<file path="src/rtl/obcal_pkg.sv">
package obcal_pkg;
  localparam int ADC_W        = 10;
  localparam int MAG_W        = 8;
  localparam int CODE_W       = MAG_W + 1;
  localparam int PIX_EXP_MAX  = 6;
  localparam int LINE_EXP_MAX = 8;
  localparam int PEXP_W       = 3;
  localparam int LEXP_W       = 4;
  localparam int PED          = 255;
  // pixel count (x3) times lines times sample
  localparam int ACC_W        = ADC_W + PIX_EXP_MAX + 2 + LINE_EXP_MAX;
  localparam int AVG_W        = ADC_W + 2;
  localparam int SH_W         = 5;

  typedef logic [CODE_W-1:0] code_t;

  function automatic int sm_to_int(input code_t c);
    int m;
    m = int'(c[MAG_W-1:0]);
    return c[MAG_W] ? -m : m;
  endfunction

  function automatic code_t int_to_sm(input int v);
    int m;
    logic [MAG_W-1:0] mb;
    m  = (v < 0) ? -v : v;
    mb = m[MAG_W-1:0];
    return {(v < 0), mb};
  endfunction
endpackage

</file>
<file path="src/rtl/obcal_window.sv">
module obcal_window
  import obcal_pkg::*;
#(
  parameter int AW      = ADC_W,
  parameter int PMAX    = PIX_EXP_MAX,
  parameter int LMAX    = LINE_EXP_MAX,
  parameter int PW      = PEXP_W,
  parameter int LW      = LEXP_W,
  parameter int SW      = ACC_W,
  parameter int SHW     = SH_W
) (
  input  logic          clk_i,
  input  logic          rst_ni,
  input  logic          win_ni,
  input  logic [AW-1:0] adc_i,
  input  logic [PW-1:0] pix_exp_i,
  input  logic          triple_i,
  input  logic [LW-1:0] line_exp_i,
  input  logic          clr_i,
  output logic          pedestal_o,
  output logic          done_o,
  output logic [SW-1:0] sum_o,
  output logic [SHW-1:0] shift_o
);
  localparam int PCNT_W = $clog2(3 * (2 ** PMAX) + 3) + 1;
  localparam int LCNT_W = LMAX + 1;

  logic [PW-1:0]     n_eff;
  logic [LW-1:0]     l_eff;
  logic [PCNT_W-1:0] npix, pix_cnt;
  logic [LCNT_W-1:0] nlines, line_cnt;
  logic [SW-1:0]     acc, sum_q;
  logic              win_q, active_q, done_q, start;

  always_comb begin
    n_eff  = (pix_exp_i > PW'(PMAX)) ? PW'(PMAX) : pix_exp_i;
    l_eff  = (line_exp_i > LW'(LMAX)) ? LW'(LMAX) : line_exp_i;
    npix   = triple_i ? (PCNT_W'(3) << n_eff) : (PCNT_W'(1) << n_eff);
    nlines = LCNT_W'(1) << l_eff;
  end

  assign start = win_q && !win_ni && !active_q;

  always_ff @(posedge clk_i or negedge rst_ni) begin
    if (!rst_ni) begin
      win_q    <= 1'b1;
      active_q <= 1'b0;
      pix_cnt  <= '0;
      line_cnt <= '0;
      acc      <= '0;
      sum_q    <= '0;
      done_q   <= 1'b0;
    end else begin
      win_q  <= win_ni;
      done_q <= 1'b0;
      if (clr_i) begin
        active_q <= 1'b0;
        line_cnt <= '0;
        acc      <= '0;
      end else if (start) begin
        active_q <= 1'b1;
        pix_cnt  <= '0;
      end else if (active_q) begin
        pix_cnt <= pix_cnt + 1'b1;
        // sample 0 is dropped while the front end settles
        if (pix_cnt != '0 && pix_cnt <= npix)
          acc <= acc + SW'(adc_i);
        if (pix_cnt == npix + PCNT_W'(2)) begin
          active_q <= 1'b0;
          if (line_cnt == nlines - 1'b1) begin
            line_cnt <= '0;
            sum_q    <= acc;
            acc      <= '0;
            done_q   <= 1'b1;
          end else begin
            line_cnt <= line_cnt + 1'b1;
          end
        end
      end
    end
  end

  assign pedestal_o = active_q;
  assign done_o     = done_q;
  assign sum_o      = sum_q;
  assign shift_o    = SHW'(n_eff) + SHW'(l_eff);

  a_r3_ped_start: assert property (@(posedge clk_i) disable iff (!rst_ni)
    (win_q && !win_ni && !active_q && !clr_i) |=> pedestal_o);
  a_r2_done_pulse: assert property (@(posedge clk_i) disable iff (!rst_ni)
    done_q |=> !done_q);
endmodule

</file>
<file path="src/rtl/obcal_div3.sv">
module obcal_div3 #(
  parameter int W = 12
) (
  input  logic         clk_i,
  input  logic         rst_ni,
  input  logic         start_i,
  input  logic [W-1:0] dvd_i,
  output logic         done_o,
  output logic [W-1:0] quo_o
);
  localparam int CW = $clog2(W + 1);

  logic [W-1:0]  dvd_q;
  logic [1:0]    rem_q;
  logic [CW-1:0] cnt_q;
  logic [2:0]    trial;
  logic          ge;
  logic          done_q;

  assign trial = {rem_q, dvd_q[W-1]};
  assign ge    = trial >= 3'd3;

  always_ff @(posedge clk_i or negedge rst_ni) begin
    if (!rst_ni) begin
      dvd_q  <= '0;
      rem_q  <= '0;
      cnt_q  <= '0;
      done_q <= 1'b0;
    end else begin
      done_q <= 1'b0;
      if (start_i) begin
        dvd_q <= dvd_i;
        rem_q <= '0;
        cnt_q <= CW'(W);
      end else if (cnt_q != '0) begin
        rem_q  <= ge ? 2'(trial - 3'd3) : trial[1:0];
        dvd_q  <= {dvd_q[W-2:0], ge};
        cnt_q  <= cnt_q - 1'b1;
        done_q <= (cnt_q == CW'(1));
      end
    end
  end

  assign done_o = done_q;
  assign quo_o  = dvd_q;

  a_r1_rem_range: assert property (@(posedge clk_i) disable iff (!rst_ni)
    rem_q != 2'd3);
endmodule

</file>
<file path="src/rtl/obcal_dac_update.sv">
module obcal_dac_update
  import obcal_pkg::*;
#(
  parameter int AW = ADC_W,
  parameter int VW = AVG_W
) (
  input  logic          clk_i,
  input  logic          rst_ni,
  input  logic          upd_i,
  input  logic [VW-1:0] avg_i,
  input  logic [AW-1:0] target_i,
  input  logic          fine_byp_i,
  input  logic          coarse_byp_i,
  input  code_t         fine_prog_i,
  input  code_t         coarse_prog_i,
  output code_t         fine_o,
  output code_t         coarse_o
);
  localparam int FS = 2 ** MAG_W - 1;

  code_t fine_q, coarse_q, fine_n, coarse_n;
  logic  coarse_auto;
  int    err, want, cur_c, nxt_c;

  assign coarse_auto = !coarse_byp_i && !fine_byp_i;

  always_comb begin
    err   = int'(avg_i) - PED - int'(target_i);
    want  = sm_to_int(fine_q) - err;
    cur_c = sm_to_int(coarse_q);
    nxt_c = cur_c;
    if (want > FS) begin
      fine_n = int_to_sm(FS);
      if (cur_c < FS) nxt_c = cur_c + 1;
    end else if (want < -FS) begin
      fine_n = int_to_sm(-FS);
      if (cur_c > -FS) nxt_c = cur_c - 1;
    end else begin
      fine_n = int_to_sm(want);
    end
    coarse_n = int_to_sm(nxt_c);
  end

  always_ff @(posedge clk_i or negedge rst_ni) begin
    if (!rst_ni) begin
      fine_q   <= '0;
      coarse_q <= '0;
    end else begin
      if (fine_byp_i)       fine_q <= fine_prog_i;
      else if (upd_i)       fine_q <= fine_n;
      if (coarse_byp_i)     coarse_q <= coarse_prog_i;
      else if (upd_i && coarse_auto) coarse_q <= coarse_n;
    end
  end

  assign fine_o   = fine_q;
  assign coarse_o = coarse_q;

  a_r11_fine_hold: assert property (@(posedge clk_i) disable iff (!rst_ni)
    (!upd_i && !fine_byp_i) |=> $stable(fine_q));
  a_r7_coarse_frozen: assert property (@(posedge clk_i) disable iff (!rst_ni)
    (fine_byp_i && !coarse_byp_i) |=> $stable(coarse_q));
  a_r5_coarse_step: assert property (@(posedge clk_i) disable iff (!rst_ni)
    (upd_i && coarse_auto) |=>
      ((sm_to_int(coarse_q) - sm_to_int($past(coarse_q)) <= 1) &&
       (sm_to_int(coarse_q) - sm_to_int($past(coarse_q)) >= -1)));
  a_r6_no_neg_zero: assert property (@(posedge clk_i) disable iff (!rst_ni)
    (upd_i && !fine_byp_i) |=> (fine_q != {1'b1, {MAG_W{1'b0}}}));
endmodule

</file>
<file path="src/rtl/obcal_loop.sv">
module obcal_loop
  import obcal_pkg::*;
(
  input  logic              clk_i,
  input  logic              rst_ni,
  input  logic [ADC_W-1:0]  adc_i,
  input  logic              win_ni,
  input  logic [ADC_W-1:0]  target_i,
  input  logic [PEXP_W-1:0] pix_exp_i,
  input  logic              triple_i,
  input  logic [LEXP_W-1:0] line_exp_i,
  input  logic              fine_byp_i,
  input  logic              coarse_byp_i,
  input  logic [CODE_W-1:0] fine_prog_i,
  input  logic [CODE_W-1:0] coarse_prog_i,
  input  logic              clr_i,
  output logic [CODE_W-1:0] fine_o,
  output logic [CODE_W-1:0] coarse_o,
  output logic              pedestal_o
);
  logic             done;
  logic [ACC_W-1:0] sum;
  logic [SH_W-1:0]  shift;
  logic [AVG_W-1:0] avg_raw, quo, avg;
  logic             div_done, upd;

  obcal_window u_window (
    .clk_i      (clk_i),
    .rst_ni     (rst_ni),
    .win_ni     (win_ni),
    .adc_i      (adc_i),
    .pix_exp_i  (pix_exp_i),
    .triple_i   (triple_i),
    .line_exp_i (line_exp_i),
    .clr_i      (clr_i),
    .pedestal_o (pedestal_o),
    .done_o     (done),
    .sum_o      (sum),
    .shift_o    (shift)
  );

  assign avg_raw = AVG_W'(sum >> shift);

  obcal_div3 #(.W(AVG_W)) u_div3 (
    .clk_i   (clk_i),
    .rst_ni  (rst_ni),
    .start_i (done && triple_i),
    .dvd_i   (avg_raw),
    .done_o  (div_done),
    .quo_o   (quo)
  );

  assign avg = triple_i ? quo : avg_raw;
  assign upd = triple_i ? div_done : done;

  obcal_dac_update u_dac (
    .clk_i         (clk_i),
    .rst_ni        (rst_ni),
    .upd_i         (upd),
    .avg_i         (avg),
    .target_i      (target_i),
    .fine_byp_i    (fine_byp_i),
    .coarse_byp_i  (coarse_byp_i),
    .fine_prog_i   (fine_prog_i),
    .coarse_prog_i (coarse_prog_i),
    .fine_o        (fine_o),
    .coarse_o      (coarse_o)
  );
endmodule

</file>
<file path="config.mk">
export PLATFORM = sky130hd
export DESIGN_NAME = obcal_loop
export DESIGN_NICKNAME = d
export VERILOG_FILES = /design/src/rtl/obcal_pkg.sv /design/src/rtl/obcal_window.sv /design/src/rtl/obcal_div3.sv /design/src/rtl/obcal_dac_update.sv /design/src/rtl/obcal_loop.sv
export SDC_FILE = /design/constraint.sdc
export NUM_CORES = 1
export LEC_CHECK = 0
export ABC_AREA = 1
export BUFFER_PORTS_ARGS = -buffer_cell sky130_fd_sc_hd__buf_2
export CORE_AREA = 4 4 157 159
export CTS_BUF_LIST = sky130_fd_sc_hd__clkbuf_4
export DETAILED_ROUTE_END_ITERATION = 16
export DIE_AREA = 0 0 161 163
export GPL_TIMING_DRIVEN = 0
export MAX_ROUTING_LAYER = met4
export PLACE_DENSITY = 0.7
export SYNTH_ARGS = -nofsm -noshare
export SYNTH_HDL_FRONTEND = slang
export SYNTH_SLANG_ARGS = --single-unit
</file>
<file path="constraint.sdc">
create_clock -name clk_i -period 6.1 [get_ports clk_i]
set_input_delay 0.61 -clock clk_i [delete_from_list [all_inputs] [get_ports clk_i]]
set_output_delay 0.61 -clock clk_i [all_outputs]
set_load 0.1 [all_outputs]
</file>
==> qor.csv, run 1 <==
stage,metric,value,unit
critical_path,data arrival time of the critical path,7.10,ns
critical_path,required time of the critical path,6.51,ns
timing,Final Hold Viols,0,
timing,Final period util,109.6,%
clocking,number of H-tree levels,3,
floorplanning,overall die area,26240,µm²
synthesis,proportion of register bits with asynchronous set or reset after synthesis,100.0,%
timing,hold slack final,0.1926,ns
route,via count,12350,
synthesis,ranking of synthesized cells by area,"sky130_fd_sc_hd__dfrtp_1 (24%), sky130_fd_sc_hd__nand2_1 (18%), sky130_fd_sc_hd__inv_1 (7.9%)",
floorplanning,chip height,163,µm
timing,minimum clock period after layout,6.684,ns
synthesis,count of mapped cells out of synthesis,1819,
layout,number of nets at the end of the flow,2083,
synthesis,Syn Nets,1955,
timing,maximum clock skew at final layout,0.03306,ns
critical_path,Slowest Stage Delay on Critical Path,0.61,ns
layout,"leading cell types in the layout, fill and taps excluded","sky130_fd_sc_hd__nand2_1 (508), sky130_fd_sc_hd__inv_1 (228), sky130_fd_sc_hd__nor2_1 (132)",
synthesis,post-synth top area share,23.76,%
timing,setup repair after global routing missed its margin,yes,
timing,Final Slew Violations,0,
route,Routed WL,36.16,mm
timing,peak clock frequency supported by timing,149.6,MHz
route,post-detailed-route via-to-cell ratio,5.430,
synthesis,Post-synth EDFFs,0,
route,Residual DRC,0,
layout,fill cell instance count of the final layout,2224,
route,TritonRoute pass-1 iters,6,
critical_path,Critical Path Sink Type,flip-flop,
status,violated checks,negative setup slack,
clocking,Worst-Skew Late Latency,0.51,ns
clocking,number of buffers on the longest clock path,2,
global_routing,global-route wire length before repair,57.15,mm
synthesis,prevailing post-synth register cell,sky130_fd_sc_hd__dfrtp_1,
synthesis,Unique masters post-synth,60,
timing,final setup margin,-0.5837,ns
global_routing,total global routing track utilization,27.30,%
synthesis,biggest area consumer among synthesized cells,sky130_fd_sc_hd__dfrtp_1,
clocking,cts bufs inserted,9,
route,drt first-iter violations,767,
critical_path,top fanout value on the critical path,7,
timing,Slew @ Worst Pin,1.133,ns
synthesis,post-synthesis register bit count,110,
critical_path,critical path startpoint category,input pin,
global_routing,via count of the first global-routing pass,11450,
critical_path,Crit Path Category,in2reg,
floorplanning,Core Region,23260,µm²
global_routing,maximum number of pins on one net before global-route repair,84,
floorplanning,Ports,71,
global_routing,initial antenna violation count,3,
clocking,Clock Sinks,110,
clocking,CTS tree,done,
global_routing,leftover overflow at the end of global routing,0,
layout,share of cells above drive strength 1,20.49,%
synthesis,sequential cell area fraction in the yosys report,23.99,%
place,Port Buffer Count,68,
timing,setup-violating endpoint count in the final report,17,
floorplanning,cell row count,56,
route,remaining antenna violation count,0,
place,minimum setup slack after placement,-1.792,ns
timing,setup_tns,-6.278,ns
floorplanning,initial core utilization,49.35,%
clocking,cell at the root of the clock tree,sky130_fd_sc_hd__clkbuf_4,
place,half-perimeter wire length of the detailed placement result,28.06,mm
synthesis,Synth Warn #,0,
status,status,finished with violations,
layout,area growth from synthesis to final layout,22.29,%
synthesis,syn avg cell area,6.311,µm²
layout,"leading cell type in the layout, fill and taps excluded",sky130_fd_sc_hd__nand2_1,
route,average wire length per cell after detail routing,15.90,µm
critical_path,"Slowest-stage cell, CP",sky130_fd_sc_hd__fa_2,
timing,slew margin rel.,22.52,%
place,placer's final routability congestion estimate,0.9816,
job,MaxCap Viol Count,0,
min_path,kind of path behind the tightest hold check,in2reg,
clocking,clock-pin slew reported for the worst setup and hold paths after clock tree synthesis,0.19,ns
floorplanning,horizontal die dimension,161,µm
synthesis,area of the mapped netlist,11480,µm²
==> cells in the mapped netlist, types with 6 or more instances <==
library cell and n:
sky130_fd_sc_hd__nand2_1 556, sky130_fd_sc_hd__xor2_1 38, sky130_fd_sc_hd__o22ai_1 20, sky130_fd_sc_hd__o21ai_2 8, sky130_fd_sc_hd__o221ai_1 17, sky130_fd_sc_hd__buf_2 11
sky130_fd_sc_hd__a21oi_1 65, sky130_fd_sc_hd__o211ai_1 23, sky130_fd_sc_hd__nor3_1 23, sky130_fd_sc_hd__a31oi_1 9, sky130_fd_sc_hd__o21ai_1 41, sky130_fd_sc_hd__nand3_1 124
sky130_fd_sc_hd__nand2_4 6, sky130_fd_sc_hd__nand2_2 18, sky130_fd_sc_hd__nor2_2 8, sky130_fd_sc_hd__or2_2 6, sky130_fd_sc_hd__inv_2 14, sky130_fd_sc_hd__o21ai_0 115
sky130_fd_sc_hd__inv_1 241, sky130_fd_sc_hd__clkbuf_1 26, sky130_fd_sc_hd__nor2_1 150, sky130_fd_sc_hd__nor4_1 6, sky130_fd_sc_hd__nand4_1 28, sky130_fd_sc_hd__fa_1 12
sky130_fd_sc_hd__xnor2_1 10, sky130_fd_sc_hd__ha_1 72, sky130_fd_sc_hd__dfrtp_1 109
==> flip-flops by register name, summed over array words and instances, names as in the netlist, 4 cells and up <==
signal / cells
u_dac.coarse_o: 9
u_window.line_cnt: 9
u_dac.fine_o: 9
u_window.acc: 26
u_div3.cnt_q: 4
u_window.pix_cnt: 9
u_window.sum_o: 26
u_div3.quo_o: 12
==> worst max-delay path, delay by kind of cell <==
kind	cells	cell delay [ns]
fa+ha+maj	5	2.04
buf+inv	8	0.66
simple gates	33	3.14
compound gates	4	0.64
==> cell families (layout without fill, tap and decap cells) <==
group	Yosys count	in the layout	share of synthesized area, %
AO/OA/AOI/OAI	324	324	16.44
XOR/XNOR	51	51	4.087
adder cells (fa/ha/maj)	84	84	9.940
buffers and inverters	306	439	10.43
flip-flops	110	110	23.99
other	1	4	0.03267
AND/OR/NAND/NOR	943	943	35.08
==> layer usage <==
metal | GRT usage [%] | wire length, µm | share of wire (%) | up-vias
met1 | 34.53 | 15450 | 43 | 5714
met5 | - | 0 | 0 | -
met3 | 2.607 | 1821 | 5.0 | 88
met2 | 45.72 | 17530 | 48 | 356
met4 | 10.28 | 1357 | 3.8 | 0
li1 | - | - | - | 6189
==> timing repair <==
action / CTS / global route
resized for setup: 104 / 131
setup buffers: 22 / 23
hold endpoints to repair: 26 / 0
endpoints found under the setup margin: 18 / 18
pin swaps: 48 / 81
hold buffers: 1 / 0
gates cloned: 2 / 0
==> cell type report <==
| cell class | count | area [µm²] | share of cell area, % |
|---|---|---|---|
| Antenna cell | 3 | 7.507 | 0.05348 |
| Buffer | 44 | 309.0 | 2.201 |
| Clock buffer | 10 | 75.07 | 0.5348 |
| Clock inverter | 6 | 103.9 | 0.7398 |
| Inverter | 262 | 1013 | 7.219 |
| Multi-Input combinational cell | 1403 | 8591 | 61.19 |
| Sequential cell | 110 | 2754 | 19.62 |
| Tap cell | 319 | 399.1 | 2.843 |
| Timing Repair Buffer | 117 | 785.8 | 5.597 |
==> per-stage QoR <==
| step | util (%) | instance area (µm²) | std cells |
|---|---|---|---|
| after global routing | 60.35 | 14040 | 2274 |
| after floorplan | - | 11700 | 1819 |
| after detailed placement | 53.61 | 12470 | 2207 |
| final | 60.35 | 14040 | 2274 |
| after global placement | 53.47 | 12440 | 2206 |
| after CTS | 57.18 | 13300 | 2248 |
==> path summary, 6_finish.rpt <==
path                                     from                  to  slack [ns]  cells after the start
setup / recovery                line_exp_i[0]   u_dac.coarse_o[4]       -0.58                     50
hold / removal                         win_ni      u_window.win_q        0.19                      1
setup reg to reg           u_window.sum_o[19]   u_dac.coarse_o[4]        0.10                     46
hold reg to reg            u_window.sum_o[20]  u_window.sum_o[20]        0.51                      2
max in group asynchronous              rst_ni   u_dac.coarse_o[2]        4.85                      3
min in group asynchronous              rst_ni       u_div3.done_o        0.52                      2
Power of run 1 is not shown: default switching activity piles up to over one toggle a cycle in this logic, so the estimate is an artifact.
==> run 2, diff against run 1 <==
- ABC_AREA: 1 -> default
- CORE_AREA: 4 4 157 159 -> 4 4 152 154
- DIE_AREA: 0 0 161 163 -> 0 0 156 158
==> qor.csv, run 2 <==
stage,metric,value,unit,change
synthesis,Syn Nets,1495,,-24%
route,drt first-iter violations,609,,-21%
critical_path,Slowest Stage Delay on Critical Path,0.57,ns,-0.04 ns
clocking,clock-pin slew reported for the worst setup and hold paths after clock tree synthesis,0.19,ns,about the same
timing,setup_tns,-24.32,ns,-18.04 ns
clocking,cts bufs inserted,9,,unchanged
synthesis,post-synth top area share,25.48,%,+1.7 points
status,violated checks,negative setup slack,,
power,worst-case vdd ir drop,0.4553,mV,
synthesis,Synth Warn #,0,,unchanged
clocking,hold buffer count at cts,0,,-1
global_routing,maximum number of pins on one net before global-route repair,68,,-19%
route,TritonRoute pass-1 iters,6,,unchanged
timing,Final Slew Violations,0,,unchanged
timing,minimum clock period after layout,7.983,ns,+1.299 ns
global_routing,via count of the first global-routing pass,9816,,-14%
timing,final setup margin,-1.883,ns,-1.299 ns
place,half-perimeter wire length of the detailed placement result,23.01,mm,-18%
timing,Slew @ Worst Pin,1.344,ns,+0.2109 ns
route,remaining antenna violation count,0,,unchanged
global_routing,initial antenna violation count,1,,-2
clocking,cell at the root of the clock tree,sky130_fd_sc_hd__clkbuf_4,,
clocking,CTS tree,done,,
global_routing,global-route wire length before repair,49.18,mm,-14%
timing,Final Hold Viols,0,,unchanged
route,Residual DRC,0,,unchanged
power,cell leakage power,5.740,nW,
critical_path,required time of the critical path,6.50,ns,about the same
critical_path,buffer and inverter count on the worst path,4,,-4
floorplanning,overall die area,24650,µm²,-6.1%
layout,share of cells above drive strength 1,22.34,%,+1.8 points
global_routing,total global routing track utilization,24.99,%,-2.3 points
critical_path,Crit. path cell count,34,,-32%
route,via count,10520,,-15%
place,placer's final routability congestion estimate,0.9262,,-5.6%
critical_path,worst-case reg-to-reg path depth,29,,-37%
layout,area growth from synthesis to final layout,23.75,%,
clocking,number of H-tree levels,3,,unchanged
clocking,number of buffers on the longest clock path,2,,unchanged
floorplanning,Ports,71,,unchanged
synthesis,syn avg cell area,7.878,µm²,+25%
synthesis,Unique masters post-synth,85,,+42%
place,minimum setup slack after placement,-3.644,ns,-1.852 ns
timing,peak clock frequency supported by timing,125.3,MHz,-16%
timing,slew margin rel.,9.589,%,-13 points
global_routing,leftover overflow at the end of global routing,0,,unchanged
timing,setup repair after global routing missed its margin,yes,,
layout,"leading cell types in the layout, fill and taps excluded","sky130_fd_sc_hd__nand2_1 (219), sky130_fd_sc_hd__dfrtp_1 (109), sky130_fd_sc_hd__nor2_1 (94)",,
floorplanning,chip height,158,µm,-3.1%
synthesis,area of the mapped netlist,10710,µm²,-6.7%
critical_path,critical path startpoint category,input pin,,
job,MaxCap Viol Count,0,,unchanged
synthesis,top post-synthesis cells by count,"sky130_fd_sc_hd__nand2_1 (228), sky130_fd_sc_hd__o21ai_0 (113), sky130_fd_sc_hd__dfrtp_1 (109)",,
synthesis,biggest area consumer among synthesized cells,sky130_fd_sc_hd__dfrtp_1,,
min_path,kind of path behind the tightest hold check,in2async,,
layout,Layout Utilization,61.09,%,+0.74 points
floorplanning,horizontal die dimension,156,µm,-3.1%
place,area of placed instances,11740,µm²,-5.9%
synthesis,count of mapped cells out of synthesis,1359,,-25%
clocking,Worst-Skew Late Latency,0.51,ns,about the same
synthesis,sequential cell area fraction in the yosys report,25.72,%,+1.7 points
synthesis,post-synthesis register bit count,110,,unchanged
layout,"leading cell type in the layout, fill and taps excluded",sky130_fd_sc_hd__nand2_1,,
critical_path,Crit Path Category,in2reg,,
floorplanning,Core Region,21690,µm²,-6.8%
critical_path,data arrival time of the critical path,8.38,ns,+1.28 ns
synthesis,Post-synth EDFFs,0,,unchanged
critical_path,Most Frequent Cell on Critical Path,sky130_fd_sc_hd__ha_4,,
route,average wire length per cell after detail routing,17.25,µm,+8.5%
critical_path,"Slowest-stage cell, CP",sky130_fd_sc_hd__fa_2,,
critical_path,CP top delay family,simple AND/OR/NAND/NOR gates,,
synthesis,ranking of synthesized cells by area,"sky130_fd_sc_hd__dfrtp_1 (25%), sky130_fd_sc_hd__ha_1 (8.4%), sky130_fd_sc_hd__nand2_1 (8.0%)",,
synthesis,prevailing post-synth register cell,sky130_fd_sc_hd__dfrtp_1,,
clocking,Clock Sinks,110,,unchanged
layout,total non-filler cell area in the finished layout,13250,µm²,-5.6%
synthesis,most frequently used cell type in the post-synthesis netlist,sky130_fd_sc_hd__nand2_1,,
synthesis,proportion of register bits with asynchronous set or reset after synthesis,100.0,%,unchanged
route,Routed WL,30.64,mm,-15%
floorplanning,cell row count,54,,-3.6%
critical_path,top fanout value on the critical path,5,,-2
status,status,finished with violations,,
route,post-detailed-route via-to-cell ratio,5.925,,+9.1%
critical_path,Critical Path Sink Type,flip-flop,,
power,total power after layout,6.888,mW,
power,cell area power density,519.9,nW/µm²,
place,Port Buffer Count,67,,-1.5%
timing,Final period util,130.9,%,+21 points
layout,number of nets at the end of the flow,1626,,-22%
floorplanning,initial core utilization,49.37,%,about the same
timing,maximum clock skew at final layout,0.03059,ns,-0.002468 ns
timing,setup-violating endpoint count in the final report,18,,+1
==> run 2: area by class of cell <==
type / instances / area, µm²
Inverter: 49 / 188.9
Clock inverter: 5 / 35.03
Antenna cell: 1 / 2.502
Timing Repair Buffer: 120 / 847.1
Clock buffer: 11 / 82.58
Buffer: 67 / 430.4
Fill cell: 1929 / 8439
Tap cell: 280 / 350.3
Multi-Input combinational cell: 1133 / 8558
Sequential cell: 110 / 2754
==> run 2: timing repair <==
item | CTS | global route
gates resized for setup | 135 | 75
pin swaps | 58 | 27
endpoints found under the setup margin | 18 | 18
cloned | 3 | 0
buffers inserted | 37 | 12
==> run 2: kinds of logic (layout without fill, tap and decap cells) <==
logic type      after synthesis  in the layout  share of synthesized area [%]
compound gates              364            364                          21.55
buf+inv                     116            252                          4.452
fa+ha+maj                    84             84                          10.66
mux                          74             74                          7.316
simple gates                524            524                          22.99
flops                       110            110                          25.72
other cells                   1              2                        0.03503
xor+xnor                     86             86                          7.281
==> run 2: path summary, 6_finish.rpt <==
path | startpoint | end | slack, ns
worst max-delay path | pix_exp_i[2] | u_dac.coarse_o[6] | -1.88
worst max register to register | u_window.sum_o[25] | u_dac.coarse_o[6] | -1.19
min in group clk_i | win_ni | u_window.win_q | 0.20
worst min-delay path | rst_ni | u_window.line_cnt[1] | 0.09
worst min register to register | u_window.acc[25] | u_window.acc[25] | 0.50
max in group asynchronous | rst_ni | u_dac.coarse_o[7] | 5.24
==> run 2: stage by stage <==
stage / std cells / hold WS, ns
2_1_floorplan: 1359 / 0.3144
3_3_place_gp: 1706 / 0.4739
3_5_place_dp: 1707 / 0.4809
4_1_cts: 1763 / 0.07342
5_1_grt: 1776 / 0.1011
6_report: 1776 / 0.09294
==> run 2: power by group <==
part / leakage, nW / internal, mW / total [mW] / switching [mW]
clock network: 0.0645 / 0.0951 / 0.350 / 0.255
registers: 1.46 / 0.822 / 0.924 / 0.102
logic: 4.22 / 2.38 / 5.61 / 3.23
total: 5.74 / 3.30 / 6.89 / 3.59
==> run 2: layer usage <==
layer / track usage [%] / share of wire, % / up-vias
li1: - / - / 5150
met1: 32.89 / 45 / 5041
met2: 40.14 / 48 / 272
met3: 2.542 / 3.9 / 60
met4: 9.296 / 3.4 / 0
met5: - / 0 / -
No activity file was read; power rests on OpenSTA's default activity.
==> run 3, diff against run 2 <==
- CORE_AREA: 4 4 152 154 -> 4 4 160 162
- DIE_AREA: 0 0 156 158 -> 0 0 164 166
- PLACE_DENSITY: 0.7 -> 0.69
- SLEW_MARGIN: default -> 20
- SYNTH_HIERARCHICAL: default -> 1
==> qor.csv, run 3 <==
stage,metric,value,unit,change
status,status,finished with violations,,
status,violated checks,negative setup slack,,
timing,slew margin rel.,44.54,%,+35 points
route,Residual DRC,0,,unchanged
layout,area growth from synthesis to final layout,25.27,%,
layout,"leading cell types in the layout, fill and taps excluded","sky130_fd_sc_hd__nand2_1 (114), sky130_fd_sc_hd__dfrtp_1 (109), sky130_fd_sc_hd__nor2_1 (84)",,
global_routing,leftover overflow at the end of global routing,0,,unchanged
clocking,cts bufs inserted,9,,unchanged
timing,final setup margin,-2.334,ns,-0.4509 ns
synthesis,Syn Nets,1525,,+2.0%
floorplanning,Ports,71,,unchanged
global_routing,maximum number of pins on one net before global-route repair,73,,+7.4%
layout,non-filler instance count after layout,1879,,+5.8%
clocking,Worst-Skew Late Latency,0.51,ns,about the same
critical_path,Critical Path Sink Type,flip-flop,,
layout,number of nets at the end of the flow,1684,,+3.6%
clocking,number of H-tree levels,3,,unchanged
route,via count,11760,,+12%
route,average wire length per cell after detail routing,19.55,µm,+13%
critical_path,top fanout value on the critical path,8,,+3
power,cell area power density,557.0,nW/µm²,+7.2%
floorplanning,chip height,166,µm,+5.1%
critical_path,required time of the critical path,6.51,ns,about the same
synthesis,biggest area consumer among synthesized cells,sky130_fd_sc_hd__dfrtp_1,,
min_path,kind of path behind the tightest hold check,in2reg,,
place,half-perimeter wire length of the detailed placement result,26.66,mm,+16%
synthesis,area of the mapped netlist,11860,µm²,+11%
timing,peak clock frequency supported by timing,118.6,MHz,-5.3%
timing,maximum clock skew at final layout,0.02375,ns,-0.006837 ns
place,area of placed instances,13040,µm²,+11%
route,Routed WL,36.74,mm,+20%
layout,fill cell instance count of the final layout,2053,,+6.4%
timing,setup-violating endpoint count in the final report,18,,unchanged
power,worst-case vdd ir drop,0.4015,mV,-12%
critical_path,critical path startpoint category,input pin,,
global_routing,initial antenna violation count,1,,unchanged
synthesis,prevailing post-synth register cell,sky130_fd_sc_hd__dfrtp_1,,
floorplanning,cell row count,57,,+5.6%
global_routing,via count of the first global-routing pass,11450,,+17%
floorplanning,overall die area,27220,µm²,+10%
critical_path,register-to-register path setup slack,-1.55,ns,-0.36 ns
clocking,cell at the root of the clock tree,sky130_fd_sc_hd__clkbuf_4,,
timing,Slew @ Worst Pin,0.8212,ns,-0.5226 ns
timing,setup_tns,-31.49,ns,-7.173 ns
synthesis,syn avg cell area,8.535,µm²,+8.3%
timing,setup repair after global routing missed its margin,yes,,
place,Cell Count Post-Placement,1784,,+4.5%
synthesis,Synth Warn #,6,,+6
route,drt first-iter violations,1038,,+70%
synthesis,proportion of register bits with asynchronous set or reset after synthesis,100.0,%,unchanged
floorplanning,horizontal die dimension,164,µm,+5.1%
floorplanning,Core Region,24110,µm²,+11%
timing,minimum clock period after layout,8.434,ns,+0.4510 ns
place,Port Buffer Count,69,,+3.0%
global_routing,global-route wire length before repair,59.40,mm,+21%
synthesis,most frequently used cell type in the post-synthesis netlist,sky130_fd_sc_hd__nand2_1,,
synthesis,post-synthesis register bit count,110,,unchanged
clocking,CTS tree,done,,
timing,Final Slew Violations,0,,unchanged
timing,Final Hold Viols,0,,unchanged
synthesis,Post-synth EDFFs,0,,unchanged
clocking,clock-pin slew reported for the worst setup and hold paths after clock tree synthesis,0.20,ns,about the same
route,remaining antenna violation count,0,,unchanged
critical_path,Crit Path Category,in2reg,,
clocking,number of buffers on the longest clock path,2,,unchanged
global_routing,total global routing track utilization,27.14,%,+2.1 points
power,total power after layout,8.279,mW,+20%
floorplanning,initial core utilization,49.22,%,-0.15 points
synthesis,top post-synthesis cells by count,"sky130_fd_sc_hd__nand2_1 (127), sky130_fd_sc_hd__dfrtp_1 (109), sky130_fd_sc_hd__nor2_1 (91)",,
job,MaxCap Viol Count,0,,unchanged
power,cell leakage power,6.113,nW,+6.5%
layout,total non-filler cell area in the finished layout,14860,µm²,+12%
critical_path,data arrival time of the critical path,8.85,ns,+0.47 ns
route,post-detailed-route via-to-cell ratio,6.259,,+5.6%
critical_path,"Slowest-stage cell, CP",sky130_fd_sc_hd__or4b_4,,
synthesis,Unique masters post-synth,108,,+27%
timing,Final period util,138.3,%,+7.4 points
synthesis,sequential cell area fraction in the yosys report,23.21,%,-2.5 points
critical_path,Slowest Stage Delay on Critical Path,0.50,ns,-0.07 ns
place,placer's final routability congestion estimate,0.9895,,+6.8%
synthesis,count of mapped cells out of synthesis,1390,,+2.3%
route,TritonRoute pass-1 iters,5,,-1
synthesis,ranking of synthesized cells by area,"sky130_fd_sc_hd__dfrtp_1 (23%), sky130_fd_sc_hd__ha_1 (7.5%), sky130_fd_sc_hd__mux4_2 (4.4%)",,
clocking,Clock Sinks,110,,unchanged
synthesis,post-synth top area share,22.99,%,-2.5 points
layout,"leading cell type in the layout, fill and taps excluded",sky130_fd_sc_hd__nand2_1,,
layout,share of cells above drive strength 1,30.12,%,+7.8 points
run 3: cell types whose count changed after synthesis, sizes merged, moves of 12 or more:
cell / previous run / this run
nand2: 228 / 128
nand3: 28 / 69
mux2: 4 / 39
mux2i: 67 / 35
o21ai: 119 / 90
buf: 19 / 43
mux4: 3 / 25
clkbuf: 48 / 33
inv: 48 / 60
run 3: kinds of logic (layout without fill, tap and decap cells):
family,Yosys count,count (layout),share of synthesized area (%)
adders and majority gates,83,83,9.513
AOI/OAI and AO/OA,381,381,22.16
DFF,110,110,23.21
other,1,2,0.03161
muxes,99,99,11.53
xor gates and xnor gates,77,77,5.684
and+or+nand+nor,503,503,22.20
buffers and inverters,136,300,5.674
run 3: final timing paths:
check	start	end	depth (start not counted)
max	line_exp_i[3]	u_dac/coarse_o[3]	41
min	win_ni	u_window/win_q	1
max reg2reg	u_window/sum_o[14]	u_dac/coarse_o[3]	34
min reg2reg	u_window/acc[12]	u_window/acc[12]	1
max in group asynchronous	rst_ni	u_window/sum_o[20]	3
min in group asynchronous	rst_ni	u_window/pix_cnt[3]	2
run 3: worst max-delay path: cells and delay by family:
kind | cells | cell delay [ns]
AND/OR/NAND/NOR | 12 | 2.86
buffers and inverters | 8 | 1.03
AO/OA/AOI/OAI | 14 | 2.53
XOR/XNOR | 3 | 0.48
adder cells (fa/ha/maj) | 4 | 1.33
run 3: report_power, final:
part | total [mW] | switching (mW) | internal [mW] | leakage, nW
Clock | 0.386 | 0.285 | 0.101 | 0.0791
Combinational | 6.95 | 3.83 | 3.12 | 4.57
Sequential | 0.938 | 0.115 | 0.823 | 1.46
run 3: area by class of cell:
cell class | instances | area [µm²] | area share, %
tap | 324 | 405.4 | 2.728
buffer | 71 | 549.3 | 3.696
multi-input combinational | 1144 | 9654 | 64.96
inverter | 60 | 239.0 | 1.608
timing repair buffer | 153 | 1119 | 7.526
antenna | 1 | 2.502 | 0.01684
clock inverter | 6 | 63.81 | 0.4294
clock buffer | 10 | 75.07 | 0.5051
sequential | 110 | 2754 | 18.53
run 3: per-stage QoR:
stage	hold WS, ns	utilization (%)	setup slack, ns
after floorplan	0.3144	-	-1.962
after global placement	0.4945	53.97	-3.660
after detailed placement	0.5038	54.11	-3.723
after CTS	0.1405	60.26	-2.114
after global routing	0.1294	61.65	-2.571
final	0.1781	61.65	-2.334
run 3: what timing repair did:
item | 4_1_cts | 5_1_grt
hold endpoints to repair | 37 | 0
resized for setup | 174 | 43
pin swaps | 77 | 58
hold buffers | 1 | 0
cloned | 2 | 0
buffers inserted | 63 | 18
setup endpoints to repair | 18 | 18
run 3: per-layer routing:
layer	vias up	routed length [µm]	track usage [%]
met2	437	17530	42.82
met3	91	2113	4.046
met4	0	1211	8.643
li1	5524	-	-
met1	5708	15890	36.04
met5	-	0	-
